### config.mk
export PLATFORM = sky130hd
export DESIGN_NAME = sp_uart
export DESIGN_NICKNAME = d
export VERILOG_FILES = /design/src/rtl/sp_pkg.sv /design/src/rtl/sp_baud.sv /design/src/rtl/sp_tx.sv /design/src/rtl/sp_rx.sv /design/src/rtl/sp_uart.sv
export SDC_FILE = /design/constraint.sdc
export NUM_CORES = 1
export LEC_CHECK = 0
export BUFFER_PORTS_ARGS = -buffer_cell sky130_fd_sc_hd__buf_4
export CORE_ASPECT_RATIO = 0.75
export CORE_MARGIN = 10
export CORE_UTILIZATION = 52
export DETAILED_ROUTE_END_ITERATION = 16
export PLACE_DENSITY = 0.7
export SLEW_MARGIN = 20
export SYNTH_ARGS = -nofsm -noshare
export SYNTH_HDL_FRONTEND = slang
export SYNTH_SLANG_ARGS = --single-unit
### constraint.sdc
create_clock -name clk -period 5.9 [get_ports clk]
set_input_delay 0.295 -clock clk [delete_from_list [all_inputs] [get_ports clk]]
set_output_delay 0.295 -clock clk [all_outputs]
set_load 0.02 [all_outputs]
### src/rtl/sp_pkg.sv
package sp_pkg;

    // Register addresses
    localparam int A_CFG  = 0;
    localparam int A_DIV  = 1;
    localparam int A_TXD  = 2;
    localparam int A_RXD  = 3;
    localparam int A_STAT = 4;
    localparam int A_CMD  = 5;

    typedef enum logic [1:0] {
        CH_NORMAL = 2'd0,
        CH_ECHO   = 2'd1,
        CH_LOCAL  = 2'd2,
        CH_REMOTE = 2'd3
    } chmode_e;

    typedef enum logic [2:0] {
        FR_IDLE   = 3'd0,
        FR_START  = 3'd1,
        FR_DATA   = 3'd2,
        FR_PARITY = 3'd3,
        FR_STOP   = 3'd4
    } frame_st_e;

    // Parity bit from the XOR of the data bits and the mode select
    function automatic logic par_from(input logic xr, input logic [2:0] sel);
        logic p;
        unique case (sel[1:0])
            2'd0:    p = xr;
            2'd1:    p = ~xr;
            2'd2:    p = 1'b0;
            default: p = 1'b1;
        endcase
        return p;
    endfunction

    function automatic logic par_on(input logic [2:0] sel);
        return ~sel[2];
    endfunction

endpackage

### src/rtl/sp_baud.sv
module sp_baud #(
    parameter int CDW = 16
) (
    input  logic           clk,
    input  logic           rst_n,
    input  logic [CDW-1:0] cd,
    output logic           tick
);
    logic [CDW-1:0] cnt;

    assign tick = (cd != '0) && (cnt >= cd - 1'b1);

    always_ff @(posedge clk or negedge rst_n) begin
        if (!rst_n) begin
            cnt <= '0;
        end else if (tick || cd == '0) begin
            cnt <= '0;
        end else begin
            cnt <= cnt + 1'b1;
        end
    end
endmodule

### src/rtl/sp_tx.sv
module sp_tx import sp_pkg::*; #(
    parameter int DBITS = 8,
    parameter int OSR   = 16
) (
    input  logic             clk,
    input  logic             rst_n,
    input  logic             tick,
    input  logic             load_req,
    input  logic [DBITS-1:0] load_data,
    input  logic [2:0]       par_sel,
    output logic             load_ack,
    output logic             tx_line,
    output logic             busy
);
    localparam int OW = $clog2(OSR);
    localparam int IW = (DBITS > 1) ? $clog2(DBITS) : 1;

    frame_st_e        st, st_n;
    logic [OW-1:0]    cnt;
    logic [IW-1:0]    idx;
    logic [DBITS-1:0] sh;
    logic             pen, pbit;
    logic             bit_end;

    assign bit_end = tick && (cnt == OW'(OSR - 1));

    // Next state
    always_comb begin
        st_n = st;
        unique case (st)
            FR_IDLE:   if (tick && load_req) st_n = FR_START;
            FR_START:  if (bit_end) st_n = FR_DATA;
            FR_DATA:   if (bit_end && idx == IW'(DBITS - 1)) st_n = pen ? FR_PARITY : FR_STOP;
            FR_PARITY: if (bit_end) st_n = FR_STOP;
            FR_STOP:   if (bit_end) st_n = FR_IDLE;
            default:   st_n = FR_IDLE;
        endcase
    end

    // State register and datapath
    always_ff @(posedge clk or negedge rst_n) begin
        if (!rst_n) begin
            st   <= FR_IDLE;
            cnt  <= '0;
            idx  <= '0;
            sh   <= '0;
            pen  <= 1'b0;
            pbit <= 1'b0;
        end else begin
            st <= st_n;
            if (st == FR_IDLE) begin
                cnt <= '0;
                idx <= '0;
                if (tick && load_req) begin
                    sh   <= load_data;
                    pen  <= par_on(par_sel);
                    pbit <= par_from(^load_data, par_sel);
                end
            end else if (tick) begin
                cnt <= bit_end ? '0 : cnt + 1'b1;
                if (bit_end && st == FR_DATA) begin
                    sh  <= sh >> 1;
                    idx <= (idx == IW'(DBITS - 1)) ? '0 : idx + 1'b1;
                end
            end
        end
    end

    // Outputs
    always_comb begin
        load_ack = (st == FR_IDLE) && tick && load_req;
        busy     = (st != FR_IDLE);
        unique case (st)
            FR_START:  tx_line = 1'b0;
            FR_DATA:   tx_line = sh[0];
            FR_PARITY: tx_line = pbit;
            default:   tx_line = 1'b1;
        endcase
    end
endmodule

### src/rtl/sp_rx.sv
module sp_rx import sp_pkg::*; #(
    parameter int DBITS = 8,
    parameter int OSR   = 16
) (
    input  logic             clk,
    input  logic             rst_n,
    input  logic             tick,
    input  logic             rx_in,
    input  logic [2:0]       par_sel,
    output logic             done,
    output logic [DBITS-1:0] data,
    output logic             perr,
    output logic             ferr
);
    localparam int OW = $clog2(OSR);
    localparam int IW = (DBITS > 1) ? $clog2(DBITS) : 1;

    frame_st_e        st, st_n;
    logic [OW-1:0]    cnt;
    logic [IW-1:0]    idx;
    logic [DBITS-1:0] sh;
    logic [1:0]       hist;
    logic             pval;
    logic             bit_end, mid, vote;

    assign bit_end = tick && (cnt == OW'(OSR - 1));
    assign mid     = tick && (cnt == OW'(OSR / 2 - 1));
    assign vote    = (hist[1] & hist[0]) | (hist[1] & rx_in) | (hist[0] & rx_in);

    // Next state
    always_comb begin
        st_n = st;
        unique case (st)
            FR_IDLE:   if (tick && !rx_in) st_n = FR_START;
            FR_START:  if (mid) st_n = rx_in ? FR_IDLE : FR_DATA;
            FR_DATA:   if (bit_end && idx == IW'(DBITS - 1)) st_n = par_on(par_sel) ? FR_PARITY : FR_STOP;
            FR_PARITY: if (bit_end) st_n = FR_STOP;
            FR_STOP:   if (bit_end) st_n = FR_IDLE;
            default:   st_n = FR_IDLE;
        endcase
    end

    // State register and sampling datapath
    always_ff @(posedge clk or negedge rst_n) begin
        if (!rst_n) begin
            st   <= FR_IDLE;
            cnt  <= '0;
            idx  <= '0;
            sh   <= '0;
            hist <= 2'b11;
            pval <= 1'b0;
        end else begin
            st <= st_n;
            if (tick) hist <= {hist[0], rx_in};
            unique case (st)
                FR_IDLE: begin
                    cnt <= '0;
                    idx <= '0;
                end
                FR_START: begin
                    if (tick) cnt <= mid ? '0 : cnt + 1'b1;
                end
                FR_DATA: begin
                    if (tick) cnt <= bit_end ? '0 : cnt + 1'b1;
                    if (bit_end) begin
                        sh  <= {vote, sh[DBITS-1:1]};
                        idx <= (idx == IW'(DBITS - 1)) ? '0 : idx + 1'b1;
                    end
                end
                FR_PARITY: begin
                    if (tick) cnt <= bit_end ? '0 : cnt + 1'b1;
                    if (bit_end) pval <= vote;
                end
                FR_STOP: begin
                    if (tick) cnt <= bit_end ? '0 : cnt + 1'b1;
                end
                default: cnt <= '0;
            endcase
        end
    end

    // Outputs: one delivery per completed frame
    always_ff @(posedge clk or negedge rst_n) begin
        if (!rst_n) begin
            done <= 1'b0;
            data <= '0;
            perr <= 1'b0;
            ferr <= 1'b0;
        end else begin
            done <= 1'b0;
            if (st == FR_STOP && bit_end) begin
                done <= 1'b1;
                data <= sh;
                ferr <= ~vote;
                perr <= par_on(par_sel) && (pval != par_from(^sh, par_sel));
            end
        end
    end
endmodule

### src/rtl/sp_uart.sv
module sp_uart import sp_pkg::*; #(
    parameter int DW    = 16,
    parameter int CDW   = 16,
    parameter int DBITS = 8,
    parameter int OSR   = 16,
    parameter int AW    = 3
) (
    input  logic          clk,
    input  logic          rst_n,
    input  logic          wr_en,
    input  logic          rd_en,
    input  logic [AW-1:0] addr,
    input  logic [DW-1:0] wr_data,
    output logic [DW-1:0] rd_data,
    input  logic          rxd_pin,
    output logic          txd_pin,
    output logic          rx_dreq,
    output logic          tx_dreq
);
    logic [2:0]       cfg_par;
    chmode_e          mode;
    logic [CDW-1:0]   cd;
    logic [DBITS-1:0] thr, rbr;
    logic             thr_full, rx_ready;
    logic             ovr, fer, per;
    logic             baud_tick;
    logic             tx_ack, tx_line, tx_busy;
    logic             rx_done, rx_perr, rx_ferr;
    logic [DBITS-1:0] rx_data;
    logic             rx_src;
    logic [1:0]       sync;
    logic [DW-1:0]    stat, rd_mux;
    logic             rd_rxd;

    sp_baud #(.CDW(CDW)) u_baud (
        .clk  (clk),
        .rst_n(rst_n),
        .cd   (cd),
        .tick (baud_tick)
    );

    sp_tx #(.DBITS(DBITS), .OSR(OSR)) u_tx (
        .clk      (clk),
        .rst_n    (rst_n),
        .tick     (baud_tick),
        .load_req (thr_full),
        .load_data(thr),
        .par_sel  (cfg_par),
        .load_ack (tx_ack),
        .tx_line  (tx_line),
        .busy     (tx_busy)
    );

    sp_rx #(.DBITS(DBITS), .OSR(OSR)) u_rx (
        .clk    (clk),
        .rst_n  (rst_n),
        .tick   (baud_tick),
        .rx_in  (sync[1]),
        .par_sel(cfg_par),
        .done   (rx_done),
        .data   (rx_data),
        .perr   (rx_perr),
        .ferr   (rx_ferr)
    );

    // Channel routing
    always_comb begin
        unique case (mode)
            CH_NORMAL: begin txd_pin = tx_line; rx_src = rxd_pin; end
            CH_ECHO:   begin txd_pin = rxd_pin; rx_src = rxd_pin; end
            CH_LOCAL:  begin txd_pin = 1'b1;    rx_src = tx_line; end
            default:   begin txd_pin = rxd_pin; rx_src = 1'b1;    end
        endcase
    end

    always_ff @(posedge clk or negedge rst_n) begin
        if (!rst_n) sync <= 2'b11;
        else        sync <= {sync[0], rx_src};
    end

    assign rd_rxd  = rd_en && (addr == AW'(A_RXD));
    assign rx_dreq = rx_ready;
    assign tx_dreq = ~thr_full;

    always_comb begin
        stat    = '0;
        stat[0] = rx_ready;
        stat[1] = ~thr_full;
        stat[2] = ~thr_full && ~tx_busy;
        stat[3] = ovr;
        stat[4] = fer;
        stat[5] = per;
        rd_mux  = '0;
        case (addr)
            AW'(A_CFG):  begin rd_mux[2:0] = cfg_par; rd_mux[5:4] = mode; end
            AW'(A_DIV):  rd_mux[CDW-1:0] = cd;
            AW'(A_RXD):  rd_mux[DBITS-1:0] = rbr;
            AW'(A_STAT): rd_mux = stat;
            default:     rd_mux = '0;
        endcase
    end

    // Host registers
    always_ff @(posedge clk or negedge rst_n) begin
        if (!rst_n) begin
            cfg_par  <= 3'd4;
            mode     <= CH_NORMAL;
            cd       <= '0;
            thr      <= '0;
            thr_full <= 1'b0;
            rbr      <= '0;
            rx_ready <= 1'b0;
            ovr      <= 1'b0;
            fer      <= 1'b0;
            per      <= 1'b0;
            rd_data  <= '0;
        end else begin
            if (tx_ack) thr_full <= 1'b0;
            if (wr_en) begin
                case (addr)
                    AW'(A_CFG): begin
                        cfg_par <= wr_data[2:0];
                        mode    <= chmode_e'(wr_data[5:4]);
                    end
                    AW'(A_DIV): cd <= wr_data[CDW-1:0];
                    AW'(A_TXD): begin
                        thr      <= wr_data[DBITS-1:0];
                        thr_full <= 1'b1;
                    end
                    AW'(A_CMD): if (wr_data[0]) begin
                        ovr <= 1'b0;
                        fer <= 1'b0;
                        per <= 1'b0;
                    end
                    default: ;
                endcase
            end
            if (rd_en) rd_data <= rd_mux;
            if (rd_rxd) rx_ready <= 1'b0;
            if (rx_done) begin
                rbr      <= rx_data;
                rx_ready <= 1'b1;
                if (rx_ready && !rd_rxd) ovr <= 1'b1;
                if (rx_ferr) fer <= 1'b1;
                if (rx_perr) per <= 1'b1;
            end
        end
    end
endmodule

==> summary.md, run 1 <==
| Metric | Value |
|---|---|
| CTS Sinks | about 130 |
| Synth area leaders | dfrtp_1, mux2_2, ha_1 |
| Die W | approximately 150 um |
| Number of CTS-inserted buffers | 17 |
| Number of port buffers | 42 |
| Via density | between 5 and 6 |
| Worst skew pair latency | around 0.42 ns |
| Setup TNS | 0 ns |
| Overflow after GRT | 0 |
| Final period utilization | 72.4% |
| M2 GR Usage | 25.5% |
| Vias in the first global route | 4698 |
| Synth warn | 0 |
| Mapped Area | ~0.0065 mm^2 |
| Final Max Tran Viols | 0 |
| EDFF count, synth | 0 |
| Largest net degree at the start of global routing | 67 |
| Mapped Cells | ~620 |
| Proportion of layout cells with a drive suffix above 1 | approximately 18% |
| ANT nets after route | 0 |
| Area leader, netlist | dfrtp_1 |
| Max-cap violations | 0 |
| CP endpoint kind | flip-flop |
| R2R Path Start | cd[8] |
| Routed WL | 14.2 mm |
| Synthesized Nets | slightly below 700 |
| Initial antenna violation count | 0 |
| CP Max Fanout | 27 |
| Area fraction of the dominant cell type after synthesis | a little under half |
| WP buf/inv | 1 |
| Total Routing Usage GR | between 10% and 20% |
| Cell Pwr Density | about 370 mW/mm^2 |
| GP Congestion | between 0.8 and 0.9 |
| Maximum clock rate | roughly 230 MHz |
| Fin. Hold Viols | 60 |
| GR Layer Usage met1 | between 20% and 30% |
| Global-route wire length before repair | ~24 mm |
| Via count | roughly 4.7k |
| Drt first pass iters | 4 |
| Filler Cell Count | 1012 |
| VDD IR max | 0.238 mV |
| Cell Chain, Critical Path | or4_1, or2_1, nor4_1, xnor2_1, ha_1, nand2_1, nor4_1, o41a_1, o2bb2ai_2, buf_4, nand2_1, or4b_2, o41ai_2 |
| Crit path max-delay family | simple AND/OR/NAND/NOR gates |
| Status | finished with violations |
| Min Tclk post-route | 4.27 ns |
| Critical path arrival | approximately 4.6 ns |
| Number of distinct library cells after synthesis | a little under 60 |
| Io pins | 43 |
| Actual transition at the worst max-transition pin | between 0.8 and 0.9 ns |
| Max clock buf depth | 2 |
| Slowest stage delay, CP | just under 0.7 ns |
| Ys flop type | dfrtp_1 |
| Chip Height | 117 um |
| Final setup margin | between 1.5 and 2 ns |
| Layout Nets | between 700 and 800 |
| Top-count cell post-synth | dfrtp_1 |
| Pre-CTS setup slack | 1.72 ns |
| Hold Crit Class | in -> async |
| P_leak | between 3 and 4 nW |
| Slowest stage cell, crit path | or4b_2 |
| Synth-to-layout area growth | 16.2% |
| Hold buffer count at CTS | 0 |
| Setup violators final | 0 |
| Ys async rst share | 100% |
| Met3 usage in global routing | 5.19% |
| CP required | between 6 and 7 ns |
| Yosys reg bits | around 130 |
| CTS tree | done |
| Fin Hold WS | -0.0259 ns |
| HPWL after DPL | about 10 mm |
| Critical Setup Path Class | reg -> reg |
| GR peak layer | met2 |
| Ant diodes | 0 |
| Post-CTS setup repair buffer count | 0 |
| RSZ-0062 raised after global routing | no |
| Syn_area_per_cell | 10.4 um^2 |
| Drt first-iter violations | 309 |
| Crit start category | flip-flop |
| Core area | about 0.012 mm^2 |
| CP startpoint | cd[8] |
| Top post-synthesis cells by count | dfrtp_1, nand2_1, nor2_1 |
| Initial Utilization | between 50% and 60% |
| CTS root buf | clkbuf_16 |
| Wire length per cell | around 17 um |
| Failing checks | hold timing |
| Seq/Total Area, Yosys | between 40% and 50% |
| Setup Skew | 0.00731 ns |
| Residual DRC count | 0 |
| CTS H-Tree Depth | 4 |
| Post-CTS sizing | 0 |
| Rel. slew slack | between 40% and 50% |
| Core Rows | 35 |
| Total Die Area | roughly 0.017 mm^2 |
| Clock slew at reported path FFs | ~0.060 ns |
==> report_power, final <==
part | leakage (nW) | switching [W] | internal [W]
Sequential | 1.68 | 0.000134 | 0.00100
Combinational | 1.54 | 0.000278 | 0.000243
Clock | 0.302 | 0.000374 | 0.000738
==> cell families (layout without fill, tap and decap cells) <==
logic type / Yosys count / count (layout) / synth area share (%)
mux: 70 / 70 / 11.8
fa+ha+maj: 26 / 26 / 4.97
simple gates: 195 / 195 / 14.2
xor+xnor: 47 / 47 / 6.34
buf+inv: 57 / 106 / 3.62
compound gates: 101 / 101 / 9.65
flops: 128 / 128 / 49.4
==> layout by cell type (no fill, tap or decap), types with 16 or more instances in the layout <==
cell type  instances
xor2_1            17
clkbuf_16         17
ha_1              25
o21ai_0           19
mux2_1            19
mux2i_1           16
nand3_1           24
nor2_1            58
o21ai_1           17
xnor2_1           30
inv_1             27
buf_4             46
nand2_1           59
dfrtp_1          123
mux2_2            35
a21oi_1           24
==> layout make-up <==
type                       count  area [um^2]  share of cell area, %
clock buffer                  22          474                   6.28
multi-input combinational    439         3050                   40.4
tap                          166          208                   2.75
timing repair buffer          46          345                   4.57
inverter                      28          105                   1.39
clock inverter                10          158                   2.09
sequential                   128         3210                   42.5
==> final timing paths <==
kind / end / slack (ns) / cells after the start
hold reg to reg: sync[1] / 0.36 / 0
hold / removal: u_baud.cnt[5] / -0.03 / 1
setup reg to reg: u_tx.st[2] / 1.63 / 13
setup / recovery: u_tx.st[2] / 1.63 / 13
min in group clk: cd[10] / 0.11 / 2
max in group asynchronous: u_rx.data[3] / 4.61 / 2
==> per-layer routing <==
metal	up-vias	share of wire (%)
met2	106	44
met5	-	0
li1	2265	-
met1	2322	49
met4	0	1.1
met3	13	6.0
==> flip-flops by register name (all words and copies together), names as in the netlist, 3 cells and up <==
name / count
u_tx.sh: 8
rd_data: 16
u_rx.st: 3
u_rx.cnt: 4
u_baud.cnt: 16
u_rx.data: 8
u_tx.cnt: 4
thr: 8
u_rx.sh: 8
u_tx.st: 3
rbr: 8
u_tx.idx: 3
u_rx.idx: 3
cfg_par: 3
cd: 16
==> stage by stage <==
stage	power [W]	util, %	cell area, um^2	cells
final	0.00277	61.6	7550	839
after global routing	0.00292	61.6	7550	839
after CTS	0.00279	61.6	7550	839
after detailed placement	0.00166	56.4	6920	807
after global placement	0.00163	56.4	6920	807
after floorplan	0.00149	-	6490	624
Power figures use the tool's default switching activity.
==> inputs of run 2 (changes only) <==
==> constraint.sdc (replaced) <==
create_clock -name clk -period 4.4 [get_ports clk]
set_input_delay 0.22 -clock clk [delete_from_list [all_inputs] [get_ports clk]]
set_output_delay 0.22 -clock clk [all_outputs]
set_load 0.02 [all_outputs]
==> run 2 against run 1 <==
The run now ends clean. Critical path depth shrank 1. Utilization grew 0.63 points. Hold slack improved by 0.069 ns. Clock power increased by 41%. Combinational power is 35% higher. Cell count up 0.48%. Largest power group is now the clock network.
==> summary.md, run 2 (synthesis results as in run 1) <==
| Metric | Value |
|---|---|
| Status | completed |
| Clock slew at reported path FFs | 0.06 ns (about the same) |
| CTS tree | done |
| CP Max Fanout | 7 (-74%) |
| Number of CTS-inserted buffers | 17 (unchanged) |
| Core Rows | 35 (unchanged) |
| Initial antenna violation count | 0 (unchanged) |
| Leading cell type in the layout, fill and taps excluded | dfrtp_1 |
| Maximum clock rate | 240 MHz (+2.5%) |
| Setup TNS | 0 ns (unchanged) |
| Critical path arrival | 4.48 ns (-0.11 ns) |
| CTS root buf | clkbuf_16 |
| Largest net degree at the start of global routing | 75 (+12%) |
| Pwr Total | 0.00379 W (+37%) |
| Met2 wire length | 6.53 mm (+3.8%) |
| CP endpoint kind | flip-flop |
| Cell Pwr Density | 497 mW/mm^2 (+36%) |
| Regs by FF count | cd (16), rd_data (16), u_baud.cnt (16) |
| Proportion of layout cells with a drive suffix above 1 | 19.2% (+0.78 points) |
| WL met3 | 744 um (-12%) |
| Crit path max-delay family | simple AND/OR/NAND/NOR gates |
| Setup violators final | 0 (unchanged) |
| Total Die Area | 0.0174 mm^2 (unchanged) |
| Chip Height | 117 um (unchanged) |
| Filler Cell Count | 1020 (+0.79%) |
| WP buf/inv | 0 (-1) |
| Overflow after GRT | 0 (unchanged) |
| Crit start category | flip-flop |
| VDD IR max | 0.303 mV (+27%) |
| Hold Crit Class | in -> reg |
| Rel. slew slack | 37.5% (-8.2 points) |
| P_leak | 3.56 nW (+0.91%) |
| WL met1 | 7.09 mm (+2.2%) |
| Internal | 0.00270 W (+36%) |
| Worst skew pair latency | 0.41 ns (about the same) |
| Clk network pwr share | 41.3% (+1.1 points) |
| CTS Sinks | 128 (unchanged) |
| Drt first pass iters | 5 (+1) |
| Max-cap violations | 0 (unchanged) |
| Cell Chain, Critical Path | or4_1, or2_1, nor4_1, xnor2_1, ha_1, nand2_1, nor4_1, o41a_1, o2bb2ai_2, nand2_1, or4b_2, o41ai_2 |
| GP Congestion | 0.923 (+5.1%) |
| ANT nets after route | 0 (unchanged) |
| Actual transition at the worst max-transition pin | 0.938 ns (+0.123 ns) |
| Routed WL | 14.6 mm (+2.7%) |
| Leading cell types in the layout, fill and taps excluded | dfrtp_1, nand2_1, nor2_1, buf_4, mux2_2 |
| Sw Pwr | 0.00109 W (+39%) |
| Layout Nets | 713 (+0.56%) |
| Post-CTS setup repair buffer count | 0 (unchanged) |
| Max clock buf depth | 2 (unchanged) |
| Synth-to-layout area growth | 17.4% |
| Top routing layer used | met4 |
| Residual DRC count | 0 (unchanged) |
| Min Tclk post-route | 4.17 ns (-0.104 ns) |
| Die W | 149 um (unchanged) |
| HPWL after DPL | 10.3 mm (+2.8%) |
| CP required | 4.71 ns (-1.51 ns) |
| Initial Utilization | 53.0% (unchanged) |
| Reg2Reg Setup Slack | 0.23 ns (-1.40 ns) |
| Core area | 0.0123 mm^2 (unchanged) |
| Ant diodes | 0 (unchanged) |
| RSZ-0062 raised after global routing | no |
| Final period utilization | 94.7% (+22 points) |
| Fin. Hold Viols | 0 (-100%) |
| CTS H-Tree Depth | 4 (unchanged) |
| Setup Skew | 0.00885 ns (+0.00155 ns) |
| Number of port buffers | 42 (unchanged) |
| Vias in the first global route | 4862 (+3.5%) |
| Drt first-iter violations | 380 (+23%) |
| Slowest stage delay, CP | 0.70 ns (+0.02 ns) |
| Critical Setup Path Class | reg -> reg |
| Slowest stage cell, crit path | or4b_2 |
| Via count | 4814 (+2.3%) |
| Switching Share | 28.8% (+0.33 points) |
| Via density | 5.71 (+1.8%) |
| Wire length per cell | 17.3 um (+2.2%) |
| Final Max Tran Viols | 0 (unchanged) |
| Sequential power share | 40.2% (-0.8 points) |
| Global-route wire length before repair | 24.5 mm (+3.1%) |
| Io pins | 43 (unchanged) |
| Combinational Power Share | 18.5% (-0.3 points) |
| Total Routing Usage GR | 17.7% (+0.55 points) |
==> run 2: cell count changes in the layout (fill, tap and decap cells not counted), sizes merged <==
cell,change
dlygate4sd3,+1
clkinvlp,+2
clkbuf,-3
buf,+3
bufinv,+1
==> run 2: power groups by stage <==
stage	clock network [W]	registers (W)	logic, W
final	0.00157	0.00152	0.000702
after global routing	0.00164	0.00155	0.000798
after CTS	0.00159	0.00152	0.000708
after detailed placement	0	0.00154	0.000700
after global placement	0	0.00153	0.000667
after floorplan	0	0.00148	0.000515
==> run 2: stage by stage <==
| stage | cells | hold slack, ns | instance area (um^2) | setup WS [ns] | util (%) |
|---|---|---|---|---|---|
| after floorplan | 624 | -0.0756 | 6490 | 0.691 | - |
| after global placement | 810 | 0.346 | 6940 | 0.477 | 56.6 |
| after detailed placement | 810 | 0.348 | 6940 | 0.250 | 56.6 |
| after CTS | 843 | 0.0307 | 7610 | 0.229 | 62.1 |
| after global routing | 843 | 0.0363 | 7630 | 0.0376 | 62.2 |
| final | 843 | 0.0432 | 7630 | 0.232 | 62.2 |
==> run 2: final timing paths <==
kind / startpoint / to / cells past startpoint
setup / recovery: cd[8] / u_tx.st[2] / 12
hold / removal: wr_data[9] / cd[9] / 2
setup reg to reg: cd[8] / u_tx.st[2] / 12
hold reg to reg: sync[0] / sync[1] / 0
max in group asynchronous: rst_n / u_rx.hist[1] / 3
min in group asynchronous: rst_n / u_baud.cnt[0] / 2
==> run 2: layer usage <==
layer | vias to the layer above | global-route usage [%]
li1 | 2269 | -
met3 | 23 | 4.38
met2 | 136 | 25.9
met1 | 2386 | 24.8
met4 | 0 | 6.39
met5 | - | 0
==> run 2: area by class of cell <==
type	instances	area, um^2	area share [%]
well taps	166	208	2.72
flip-flops and latches	128	3210	42.1
multi-input cells	439	3060	40.2
clock inverters	13	210	2.76
clock buffers	19	453	5.94
repair buffers	50	378	4.95
inverters	28	105	1.38
==> run 2: timing repair <==
| action | 4_1_cts | 5_1_grt |
|---|---|---|
| hold buffers | 1 | 0 |
| endpoints found under the hold margin | 38 | 0 |
| setup endpoints to repair | 0 | 13 |
| gates resized for setup | 0 | 2 |
==> run 2: worst reg2reg max path: stages (launching register included) <==
cell	delay, ns
dfrtp_1	0.46
or4_1	0.57
or2_1	0.29
nor4_1	0.31
xnor2_1	0.12
ha_1	0.31
nand2_1	0.08
nor4_1	0.43
o41a_1	0.25
o2bb2ai_2	0.21
nand2_1	0.27
or4b_2	0.70
o41ai_2	0.07
==> inputs of run 3 (changes only) <==
--- a/config.mk
+++ b/config.mk
@@ -6,11 +6,11 @@
 export NUM_CORES = 1
 export LEC_CHECK = 0
 export BUFFER_PORTS_ARGS = -buffer_cell sky130_fd_sc_hd__buf_4
-export CORE_ASPECT_RATIO = 0.75
+export CORE_ASPECT_RATIO = 1.75
 export CORE_MARGIN = 10
-export CORE_UTILIZATION = 52
+export CORE_UTILIZATION = 61
 export DETAILED_ROUTE_END_ITERATION = 16
-export PLACE_DENSITY = 0.7
+export PLACE_DENSITY = 0.8
 export SLEW_MARGIN = 20
 export SYNTH_ARGS = -nofsm -noshare
 export SYNTH_HDL_FRONTEND = slang
==> run 3 against run 2 <==
Utilization up 10 points. Maximum frequency up 1.6%. Hold slack worse by 0.0011 ns. First-iteration DRC count down 30%. Clock power down 7%.
==> summary.md, run 3 (synthesis results as in run 1) <==
| Metric | Value |
|---|---|
| Initial Utilization | 62.7% (+9.7 points) |
| CP required | 4.69 ns (-0.02 ns) |
| P_leak | 3.53 nW (-0.69%) |
| GP Congestion | 0.905 (-1.9%) |
| ANT nets after route | 0 (unchanged) |
| Global-route wire length before repair | 24.2 mm (-1.3%) |
| CTS H-Tree Depth | 4 (unchanged) |
| Min Tclk post-route | 4.10 ns (-0.0636 ns) |
| Final setup margin | 0.296 ns (+0.0636 ns) |
| Number of CTS-inserted buffers | 17 (unchanged) |
| Vias in the first global route | 5011 (+3.1%) |
| VDD IR max | 0.338 mV (+12%) |
| Crit start category | flip-flop |
| Initial antenna violation count | 0 (unchanged) |
| Leading cell type in the layout, fill and taps excluded | dfrtp_1 |
| Rel. slew slack | 45.7% (+8.2 points) |
| Via density | 6.00 (+5.0%) |
| CTS root buf | clkbuf_16 |
| Total Die Area | 0.0153 mm^2 (-12%) |
| Drt first-iter violations | 265 (-30%) |
| Die W | 98.0 um (-34%) |
| Routed WL | 14.7 mm (+0.49%) |
| Core Rows | 49 (+40%) |
| Maximum clock rate | 244 MHz (+1.6%) |
| CP endpoint kind | flip-flop |
| Largest net degree at the start of global routing | 54 (-28%) |
| Final Max Tran Viols | 0 (unchanged) |
| Reg2Reg Setup Slack | 0.30 ns (+0.06 ns) |
| Crit path top cell by count | nor4_1 |
| CTS Sinks | 128 (unchanged) |
| Proportion of layout cells with a drive suffix above 1 | 18.5% (-0.71 points) |
| Max clock buf depth | 2 (unchanged) |
| Synth-to-layout area growth | 15.8% |
| Layout Nets | 712 (-0.14%) |
| Worst skew pair latency | 0.41 ns (about the same) |
| Status | completed |
| HPWL after DPL | 10.5 mm (+1.3%) |
| Core area | 0.0104 mm^2 (-16%) |
| Hold buffer count at CTS | 1 (unchanged) |
| CP Max Fanout | 21 (+14) |
| Actual transition at the worst max-transition pin | 0.815 ns (-0.122 ns) |
| Regs by FF count | cd (16), rd_data (16), u_baud.cnt (16) |
| Io pins | 43 (unchanged) |
| Post-CTS sizing | 0 (unchanged) |
| Chip Height | 156 um (+34%) |
| Residual DRC count | 0 (unchanged) |
| Slowest stage cell, crit path | or4_1 |
| Drt first pass iters | 5 (unchanged) |
| Setup violators final | 0 (unchanged) |
| Pwr Total | 0.00370 W (-2.5%) |
| Slowest stage delay, CP | 0.58 ns (-0.12 ns) |
| Finished Core Util | 72.6% (+10 points) |
| CTS tree | done |
| Setup Skew | 0.00782 ns (-0.00103 ns) |
| Overflow after GRT | 0 (unchanged) |
| Final period utilization | 93.3% (-1.4 points) |
| Cell Chain, Critical Path | or4_1, or2_1, nor4_1, xnor2_1, ha_1, nand2_1, nor4_1, o41a_1, o2bb2ai_2, buf_12, nand4_2, mux2_1 |
| Post-CTS setup repair buffer count | 0 (unchanged) |
| Critical path arrival | 4.39 ns (-0.09 ns) |
| Pre-CTS setup slack | 0.306 ns (+0.0564 ns) |
| Total Routing Usage GR | 19.4% (+1.7 points) |
| Max-cap violations | 0 (unchanged) |
| Leading cell types in the layout, fill and taps excluded | dfrtp_1, nand2_1, nor2_1, buf_4, mux2_2 |
| Number of port buffers | 42 (unchanged) |
| Fin. Hold Viols | 0 (unchanged) |
| Via count | 4816 (+0.042%) |
| Cell Pwr Density | 492 mW/mm^2 (-1.1%) |
| Critical Setup Path Class | reg -> reg |
| Ant diodes | 0 (unchanged) |
| RSZ-0062 raised after global routing | no |
| Clock slew at reported path FFs | 0.05 ns (about the same) |
| Setup TNS | 0 ns (unchanged) |
| Hold Crit Class | in -> reg |
| Wire length per cell | 18.3 um (+5.5%) |
[run 3: power by group]
| part | total, W | switching [W] | internal (W) |
|---|---|---|---|
| registers | 0.00153 | 0.000189 | 0.00134 |
| logic | 0.000711 | 0.000383 | 0.000328 |
| clock network | 0.00146 | 0.000498 | 0.000958 |
[run 3: through the flow]
stage | hold slack [ns] | instances | cell area, um^2
floorplan | -0.0756 | 624 | 6490
global placement | 0.232 | 770 | 6900
detailed placement | 0.238 | 770 | 6900
CTS | 0.0311 | 803 | 7520
global route | 0.0389 | 803 | 7520
finish | 0.0420 | 803 | 7520
[run 3: per-layer routing]
metal	part of all wire (%)	track usage [%]	wire, um
met5	0	0	0
met4	3.6	9.81	534
met3	3.9	4.72	579
met2	55	35.7	8030
met1	38	19.7	5540
[run 3: final cells by class]
class / count / area, um^2
sequential: 128 / 3210
multi-input combinational: 439 / 3050
fill: 692 / 2840
clock buffer: 21 / 450
timing repair buffer: 49 / 383
clock inverter: 11 / 163
tap: 127 / 159
inverter: 28 / 105
[run 3: path summary, 6_finish.rpt]
kind,endpoint,cells past startpoint,start
setup / recovery,u_rx.data[2],12,cd[8]
hold / removal,cd[12],2,wr_data[12]
setup reg to reg,u_rx.data[2],12,cd[8]
hold reg to reg,sync[1],0,sync[0]
max in group asynchronous,u_rx.data[3],3,rst_n
min in group asynchronous,u_baud.cnt[7],2,rst_n
[run 3: critical path: cells and delay by family, from the launching register on]
| family | cells | cell delay (ns) |
|---|---|---|
| AOI/OAI and AO/OA | 2 | 0.46 |
| muxes | 1 | 0.45 |
| xor gates and xnor gates | 1 | 0.12 |
| DFF | 1 | 0.44 |
| and+or+nand+nor | 6 | 1.97 |
| adders and majority gates | 1 | 0.31 |
| buffers and inverters | 1 | 0.22 |
